`config.mk`:
```
export PLATFORM = sky130hd
export DESIGN_NAME = irq_status_bank
export DESIGN_NICKNAME = d
export VERILOG_FILES = /design/src/rtl/irq_status_bank.sv
export SDC_FILE = /design/constraint.sdc
export NUM_CORES = 1
export LEC_CHECK = 0
export ABC_AREA = 1
export BUFFER_PORTS_ARGS = -buffer_cell sky130_fd_sc_hd__buf_2
export CORE_MARGIN = 1
export CORE_UTILIZATION = 50
export DETAILED_ROUTE_END_ITERATION = 8
export PLACE_DENSITY_LB_ADDON = 0.05
export SYNTH_ARGS = -nofsm -noshare
export SYNTH_HDL_FRONTEND = slang
export SYNTH_SLANG_ARGS = --single-unit
```
`constraint.sdc`:
```
create_clock -name clk -period 1.55 [get_ports clk]
set_clock_uncertainty 0.05 [all_clocks]
set_input_delay 0.2325 -clock clk [delete_from_list [all_inputs] [get_ports clk]]
set_output_delay 0.2325 -clock clk [all_outputs]
set_load 0.1 [all_outputs]
```
`src/rtl/irq_status_bank.sv`:
```
module irq_status_bank #(
  parameter int DATA_W  = 32,
  parameter int ADDR_W  = 8,
  parameter int CAUSE_W = 16
) (
  input  logic               clk,
  input  logic               rst_n,
  input  logic               rd_en,
  input  logic               wr_en,
  input  logic [ADDR_W-1:0]  addr,
  input  logic [11:0]        wdata,
  output logic [DATA_W-1:0]  rdata,
  input  logic [11:0]        evt_in,
  input  logic [CAUSE_W-1:0] abort_cause,
  output logic               irq
);
  localparam int NSRC = 12;
  localparam logic [NSRC-1:0] LEVEL_BITS = 12'h014;
  localparam logic [NSRC-1:0] SOFT_BITS  = ~LEVEL_BITS;
  localparam int ABORT_BIT = 6;

  localparam logic [ADDR_W-1:0] A_STAT  = ADDR_W'(8'h2C);
  localparam logic [ADDR_W-1:0] A_MASK  = ADDR_W'(8'h30);
  localparam logic [ADDR_W-1:0] A_RAW   = ADDR_W'(8'h34);
  localparam logic [ADDR_W-1:0] A_GCLR  = ADDR_W'(8'h40);
  localparam logic [ADDR_W-1:0] A_CAUSE = ADDR_W'(8'h80);

  logic [NSRC-1:0]    raw_q, mask_q, clr_vec, sel_vec;
  logic [CAUSE_W-1:0] cause_q;

  function automatic logic [NSRC-1:0] clr_sel(input logic [ADDR_W-1:0] a);
    logic [NSRC-1:0] s;
    s = '0;
    case (a)
      ADDR_W'(8'h44): s[0]  = 1'b1;
      ADDR_W'(8'h48): s[1]  = 1'b1;
      ADDR_W'(8'h4C): s[3]  = 1'b1;
      ADDR_W'(8'h50): s[5]  = 1'b1;
      ADDR_W'(8'h54): s[6]  = 1'b1;
      ADDR_W'(8'h58): s[7]  = 1'b1;
      ADDR_W'(8'h5C): s[8]  = 1'b1;
      ADDR_W'(8'h60): s[9]  = 1'b1;
      ADDR_W'(8'h64): s[10] = 1'b1;
      ADDR_W'(8'h68): s[11] = 1'b1;
      default:        s     = '0;
    endcase
    return s;
  endfunction

  assign sel_vec = clr_sel(addr);
  assign clr_vec = !rd_en ? '0 : (addr == A_GCLR) ? SOFT_BITS : sel_vec;
  assign irq     = |(raw_q & mask_q);

  always_ff @(posedge clk or negedge rst_n) begin
    if (!rst_n) begin
      raw_q <= '0;
    end else begin
      raw_q <= (((raw_q & ~clr_vec) | evt_in) & SOFT_BITS) | (evt_in & LEVEL_BITS);
    end
  end

  always_ff @(posedge clk or negedge rst_n) begin
    if (!rst_n) begin
      mask_q <= '0;
    end else if (wr_en && addr == A_MASK) begin
      mask_q <= wdata;
    end
  end

  always_ff @(posedge clk or negedge rst_n) begin
    if (!rst_n) begin
      cause_q <= '0;
    end else if (evt_in[ABORT_BIT]) begin
      cause_q <= cause_q | abort_cause;
    end else if (clr_vec[ABORT_BIT]) begin
      cause_q <= '0;
    end
  end

  always_comb begin
    rdata = '0;
    case (addr)
      A_STAT:  rdata = DATA_W'(raw_q & mask_q);
      A_MASK:  rdata = DATA_W'(mask_q);
      A_RAW:   rdata = DATA_W'(raw_q);
      A_GCLR:  rdata[0] = |(raw_q & SOFT_BITS);
      A_CAUSE: rdata = DATA_W'(cause_q);
      default: rdata[0] = |(raw_q & sel_vec);
    endcase
  end
endmodule


```
Word level (Yosys, flattened, before mapping):

Index checks and enable logic that the tools add are counted.

* register bits: 40
* bits of input ports: 52
* output and inout port bits: 33
* word-level logic and storage cells: 47

* equal/unequal tests: 15
* multiplexer cells: 16
* bitwise operators: 8
* reduce and logical (&&, ||, !) cells: 5

Operator list (count)
* $eq A8 B7 Y1 const B: 11
* $pmux W15 S4: 1
* $and A12 B12 Y12: 4
* $mux W16: 2
* $eq A8 B6 Y1 const B: 3
* $mux W12: 2
* $reduce_or A12 Y1: 2
* $or A16 B16 Y16: 1
* $not A12 Y12: 1
* $or A12 B12 Y12: 1
* $or A12 B5 Y12: 1
* $mux W1: 10
* $reduce_or A10 Y1: 1
* $eq A8 B8 Y1 const B: 1
* $pmux W1 S5: 1
* $reduce_bool A2 Y1: 1
* $logic_and A1 B1 Y1: 1

Logic depth before layout (Yosys ltp):

Gate-level depths: netlist of run 1.

* depth after elaboration: 8
* mapped depth: 9
* gate-level depth less buffers: 9

Worst setup path before layout of run 1:

No wires, ideal clock.

* kind: input-to-output
* start point: in addr[0]
* end point: out rdata[10]
* arrival: 2.267 ns
* data required time: 1.267 ns
* path slack: -0.999 ns
* stages: 6
* buffers on the path: 1
* cell sequence: inv_2 -> nand2_4 -> nor2_4 -> nand2_1 -> buf_2 -> o2111ai_1

* word-level cells in the longest chain between the ends: 2
* elaborated cells on any way between the ends: 5
* classes of those cells: eq/ne: 4; mux: 1

RTL lines
* from (decl): line 10 `input logic [ADDR_W-1:0] addr,`
* $eq A8 B8 Y1 / $eq A8 B6 Y1 (equally long branches): line 82 `case (addr)`
* $pmux W15 S4 *: line 82
* to (decl): line 12 `output logic [DATA_W-1:0] rdata,`

Every way passes the cells marked *; elsewhere a longest branch is shown, timed or not.

Final worst setup path of run 1:

* start point: reg raw_q[5]
* end point: out irq

* word-level cells in the longest chain between the ends: 2

RTL lines
* from (decl): line 28 `logic [NSRC-1:0] raw_q, mask_q, clr_vec, sel_vec;`
* from (signal assigned): line 58 `raw_q <= (((raw_q & ~clr_vec) | evt_in) & SOFT_BITS) | (evt_in & LEVEL_BITS);`
* $and A12 B12 Y12: line 52 `assign irq = |(raw_q & mask_q);`
* $reduce_or A12 Y1: line 52
* to (decl): line 15 `output logic irq`

Every way passes these cells.

==> flow_summary.ini, run 1 <==
[die]
die_width_um = 72.5
design.core.area_mm2 = 0.00475
rows = 25
floorplan_die_height_um = 72.5
start_util = 0.522
fp.dieArea_mm2 = 0.00525
ioPinCount = 85

[cts]
insertion_delay_ns = 0.31
cts-htree-levels = 2
clock_tree_from_tritoncts = done
cts-buffers-inserted = 5
tritoncts_num_sinks = 40
clkTransAtPathRegs_ns = 0.09
clk_path_buf_depth = 2
cts_root_buf = sky130_fd_sc_hd__clkbuf_8

[yosys]
number_of_synthesis_warnings = 0
yosysSeqAreaShare = 0.403
netlist_area_mm2 = 0.00248
synth_top_area_frac = 0.403
synthArstFlopShare = 1.00
synthTopCellsByCount = sky130_fd_sc_hd__nand2_1 (93), sky130_fd_sc_hd__dfrtp_1 (40), sky130_fd_sc_hd__inv_1 (24)
yosys_most_used_dff = sky130_fd_sc_hd__dfrtp_1
avg_cell_area_syn_um2 = 7.81
number_of_enable_type_register_cells_in_the_synthesized_netlist = 0
postSynthRegisterBits = 40
synth_largest_area_cell = sky130_fd_sc_hd__dfrtp_1
post-synth-top-count-cell = sky130_fd_sc_hd__nand2_1
yosys-top-cells-area = sky130_fd_sc_hd__dfrtp_1 (40%), sky130_fd_sc_hd__nand2_1 (14%), sky130_fd_sc_hd__buf_4 (4.8%)
synth.lib_cells_used.distinct = 30
synthesis.instances = 318

[layout]
flow.area_growth_from_synthesis_pct = 71.0
antenna_cells = 0
fin_cells = 511
fillerInstances = 242
post_route_utilization = 0.893
drive_gt1_frac = 0.511
num-nets-final = 495

[global_routing]
vias_in_the_first_global_route = 2790
grt_start_max_net_pins = 22
antenna_found_initial = 0
grt.overflow.total = 0
grt.total_usage = 0.339
global_route_wire_length_before_repair_um = 13400

[timing]
setup_tns_ns = -1.79
setup_viol = 13
rsz0062_at_grt = true
max_clock_freq_mhz = 534
final.period_utilization = 1.21
drv_slew = 0
period_minus_slack_ns = 1.87
hold_violations = 0
layout_setup_ws_ns = -0.321

[worst_setup_path]
worstSetupEndpointType = primary output
worst_r2r_endpoint = raw_q[3]
critical_path.max_fanout = 3
timing.critical_path.from_type = flip-flop
r2r-start = raw_q[3]
rrSetupSlack_ns = 0.52
reg2regPathDepth = 4
worst_ep_arrival_time_ns = 1.59
timing.setup.critical_path_class = reg -> out
critical_path_required_ns = 1.27

[place]
place.gp.congestion = 0.883
post-place-cells = 489
detailedPlacementHpwl_um = 5650
buffer_ports.inserted = 68

[pwr]
leakage_nw = 2.03
pwr_cell_area_mw_per_mm2 = 628
totalPowerFinal_mw = 2.67
irDropWorstVdd_mv = 0.497

[min_path]
holdCritPathClass = in -> reg
whs_path_depth = 2
min-delay-start = evt_in[7]
min_to = raw_q[7]

[drt]
route.detailed.drc = 0
avgViaCountPerCell = 5.51
drt_iter0_markers = 248
first_pass_iters = 4
ant_nets = 0
finalWirelength_um = 9020
routed-via-count = 2816
avgRoutedWirePerCell_um = 17.7

[outcome]
failed_checks = negative setup slack
outcome = finished with violations

[flow_run]
maxCapViolCount = 0
==> worst max-delay path, stage by stage (launching register included) <==
cell and delay [ns]:
sky130_fd_sc_hd__dfrtp_1 0.45, sky130_fd_sc_hd__nand2_1 0.15, sky130_fd_sc_hd__nand4_1 0.14, sky130_fd_sc_hd__or3_4 0.37, sky130_fd_sc_hd__buf_12 0.18
==> flip-flops by register name (all words and copies together), names as in the netlist <==
signal   count
mask_q      12
cause_q     16
raw_q       12
==> layout make-up <==
cell class	instances	area [µm²]	area share
Clock buffer	5	68.8	0.0162
Clock inverter	3	42.5	0.0100
Inverter	31	196	0.0463
Multi-Input combinational cell	238	1680	0.396
Sequential cell	40	1000	0.236
Tap cell	67	83.8	0.0198
Timing Repair Buffer	127	1170	0.276
==> logic make-up (layout without fill, tap and decap cells) <==
family	after synthesis	count (layout)	synth area share
other	1	16	0.00151
AO/OA/AOI/OAI	67	67	0.177
buffers and inverters	55	166	0.120
flip-flops	40	40	0.403
AND/OR/NAND/NOR	155	155	0.298
==> per-layer routing <==
metal  track usage  vias up  routed length [µm]
met5             0        -                   0
met4         0.150        0                 369
met3        0.0653       37                 615
met2         0.596      154                4650
met1         0.403     1348                3390
li1              -     1277                   -
==> metrics by stage <==
stage          hold WS [ns]  worst slack [ns]  instance area [µm²]
6_report             0.0595            -0.321                 4240
5_1_grt              0.0630            -0.328                 4240
3_5_place_dp        0.00735            -0.152                 3730
4_1_cts              0.0704            -0.232                 4170
3_3_place_gp        0.00595            -0.137                 3730
2_1_floorplan        -0.113           -0.0858                 2910
==> worst max-delay path by stage <==
stage	from	end	slack [ns]	cells after the start
2_1_floorplan	addr[4]	rdata[10]	-0.09	6
3_3_place_gp	addr[3]	rdata[10]	-0.14	7
3_5_place_dp	addr[1]	rdata[0]	-0.15	12
4_1_cts	raw_q[6]	rdata[0]	-0.23	7
5_1_grt	raw_q[1]	rdata[0]	-0.33	7
6_report	raw_q[5]	irq	-0.32	4
==> cell usage in the layout (no fill, tap or decap), drive strengths merged, types with 5 or more instances in the layout <==
master   synthesis  routed
o21bai           6       6
buf             22     124
conb             1      16
a31oi            8       8
o2111ai          7       7
nand2          105     105
nand3           21      21
a21oi           16      16
nor2            23      23
inv             30      29
o21ai           23      23
clkbuf           2       5
dfrtp           40      40
==> where the power goes <==
part           leakage [nW]  switching, mW  internal [mW]
Clock                0.0541          0.416          0.477
Combinational          1.54          0.454          0.205
Sequential            0.432         0.0287           1.08
==> timing repair <==
action,4_1_cts,5_1_grt
pin swaps,29,14
setup endpoints to repair,17,17
hold buffers,3,0
resized for setup,81,12
hold endpoints to repair,42,0
setup buffers,9,5
Power figures use the tool's default switching activity.
==> run 2, diff against run 1 <==
--- a/config.mk
+++ b/config.mk
@@ -11,6 +11,7 @@
 export CORE_UTILIZATION = 50
 export DETAILED_ROUTE_END_ITERATION = 8
 export PLACE_DENSITY_LB_ADDON = 0.05
+export SLEW_MARGIN = 20
 export SYNTH_ARGS = -nofsm -noshare
 export SYNTH_HDL_FRONTEND = slang
 export SYNTH_SLANG_ARGS = --single-unit
==> constraint.sdc (replaced) <==
create_clock -name clk -period 1.55 [get_ports clk]
set_clock_uncertainty 0.05 [all_clocks]
set_input_delay 0.2325 -clock clk [delete_from_list [all_inputs] [get_ports clk]]
set_output_delay 0.2325 -clock clk [all_outputs]
set_load 0.02 [all_outputs]
==> run 2 against run 1 <==
First-iteration DRC count is 48% lower. Non-clock buffer count fell by 28. Fmax rose by 7.0%. Clock power down 27%. Largest power group unchanged. Largest cell class unchanged. Sequential power hardly changed. The flow still finishes with violations (negative setup slack).
==> flow_summary.ini, run 2 (same netlist as run 1, synthesis figures left out) <==
[pwr]
switchingPower_mw = 0.606
combinationalPowerShare = 0.172
leakage_nw = 1.74
power.share.clock = 0.307
power_switching_share = 0.284
intPower_mw = 1.53
irDropWorstVdd_mv = 0.518
pwr_cell_area_mw_per_mm2 = 629
share_seq_of_total_power = 0.521

[layout]
layout.cells.most_common_list = sky130_fd_sc_hd__nand2_1 (81), sky130_fd_sc_hd__buf_2 (51), sky130_fd_sc_hd__dfrtp_1 (37)
layout_commonest_cell = sky130_fd_sc_hd__nand2_1
flip_flop_count_of_the_largest_register_after_layout = 16
antenna_cells = 0
flow.area_growth_from_synthesis_pct = 36.8
drive_gt1_frac = 0.424
num-nets-final = 467
max_flop_register = cause_q
post-route-cell-area_mm2 = 0.00340
biggestRegsByFlops = cause_q x16, mask_q x12, raw_q x12

[drt]
detailroute.wirelength.met2_um = 3380
avgViaCountPerCell = 5.12
avgRoutedWirePerCell_um = 13.8
drt_iter0_markers = 129
routedLengthMet1_um = 2820
finalWirelength_um = 6660
route.detailed.drc = 0
routed-via-count = 2470
detailroute.wirelength.met3_um = 338
ant_nets = 0
first_pass_iters = 4
dr.max_layer_used = met4

[die]
start_util = 0.522
die_width_um = 72.5
fp.dieArea_mm2 = 0.00525
rows = 25
design.core.area_mm2 = 0.00475
floorplan_die_height_um = 72.5
ioPinCount = 85

[timing]
rsz0062_at_grt = true
drv_slew = 0
period_minus_slack_ns = 1.75
setup_tns_ns = -0.431
max_clock_freq_mhz = 572
final.period_utilization = 1.13
layout_setup_ws_ns = -0.199
final.hold.worst_slack_ns = 0.0609
setup_viol = 5
hold_violations = 0

[cts]
clock_tree_from_tritoncts = done
cts_root_buf = sky130_fd_sc_hd__clkbuf_8
insertion_delay_ns = 0.29
cts-buffers-inserted = 5
clkTransAtPathRegs_ns = 0.08
cts-htree-levels = 2
tritoncts_num_sinks = 40
clk_path_buf_depth = 2

[flow_run]
maxCapViolCount = 0

[place]
buffer_ports.inserted = 68
detailedPlacementHpwl_um = 4810
dpl_cell_area_mm2 = 0.00297
place.gp.congestion = 0.846

[global_routing]
grt_start_max_net_pins = 24
grt.overflow.total = 0
vias_in_the_first_global_route = 2163
grt.total_usage = 0.251
antenna_found_initial = 0
global_route_wire_length_before_repair_um = 10100

[worst_setup_path]
setup.worst_path.start = raw_q[6]
worstSetupEndpoint = rdata[0]
reg2regPathDepth = 3
critical_path.max_fanout = 5
worst_r2r_endpoint = raw_q[5]
timing.critical_path.from_type = flip-flop
worstSetupEndpointType = primary output
timing.setup.critical_path_class = reg -> out
rrSetupSlack_ns = 0.67
critical_path_required_ns = 1.27
worst_ep_arrival_time_ns = 1.47
r2r-start = raw_q[5]

[outcome]
outcome = finished with violations
failed_checks = negative setup slack

[min_path]
holdCritPathClass = in -> reg
whs_path_depth = 2
-- run 2: cell types whose count changed in the layout (fill, tap and decap cells not counted), sizes merged --
| cell | previous run | this run |
|---|---|---|
| buf | 124 | 96 |
| bufinv | 1 | 0 |
| clkbuf | 5 | 6 |
| clkinv | 3 | 2 |
| clkinvlp | 1 | 0 |
| inv | 29 | 30 |
-- run 2: layer usage --
metal	GRT usage	vias to the layer above
li1	-	1212
met1	0.336	1166
met2	0.422	81
met3	0.0472	11
met4	0.0588	0
met5	0	-
-- run 2: per-stage QoR --
step	setup WS (ns)	total power [mW]	instances	util
after floorplan	0.127	1.34	333	-
after global placement	-0.118	1.45	467	0.625
after detailed placement	-0.136	1.45	467	0.625
after CTS	-0.181	2.13	478	0.666
after global routing	-0.255	2.23	482	0.714
final	-0.199	2.14	482	0.714
-- run 2: worst min-delay path by stage --
stage                   to        from  slack [ns]
6_report         raw_q[10]  evt_in[10]        0.06
3_3_place_gp   cause_q[15]       rst_n        0.14
4_1_cts          raw_q[10]  evt_in[10]        0.06
5_1_grt          raw_q[10]  evt_in[10]        0.06
3_5_place_dp   cause_q[15]       rst_n        0.15
2_1_floorplan   cause_q[0]       rst_n       -0.11
-- run 2: critical path, cell delays in order (launching register included) --
cell and delay [ns]:
sky130_fd_sc_hd__dfrtp_2 0.46, sky130_fd_sc_hd__nor2_1 0.13, sky130_fd_sc_hd__nand3_1 0.08, sky130_fd_sc_hd__nor2_1 0.11
sky130_fd_sc_hd__a21oi_1 0.09, sky130_fd_sc_hd__nor2_1 0.09, sky130_fd_sc_hd__nand2_1 0.08, sky130_fd_sc_hd__buf_6 0.13
-- run 2: cell type report --
class                      count  area (µm²)
timing repair buffer          99         686
clock inverter                 1        5.00
fill                         412        1360
inverter                      31         134
multi-input combinational    238        1410
sequential                    40        1000
clock buffer                   6        72.6
tap                           67        83.8
-- run 2: what timing repair did --
item | CTS | global route
endpoints found under the hold margin | 19 | 0
setup buffers | 1 | 4
endpoints found under the setup margin | 13 | 14
gates cloned | 0 | 0
resized for setup | 31 | 57
hold buffers | 3 | 0
pin swaps | 9 | 3
-- run 2: power groups by stage --
stage                     combinational (mW)  clock (mW)  sequential, mW
after global routing                   0.404       0.712            1.12
after detailed placement               0.323           0            1.13
after floorplan                        0.212           0            1.12
after CTS                              0.344       0.677            1.11
final                                  0.367       0.656            1.11
after global placement                 0.318           0            1.13
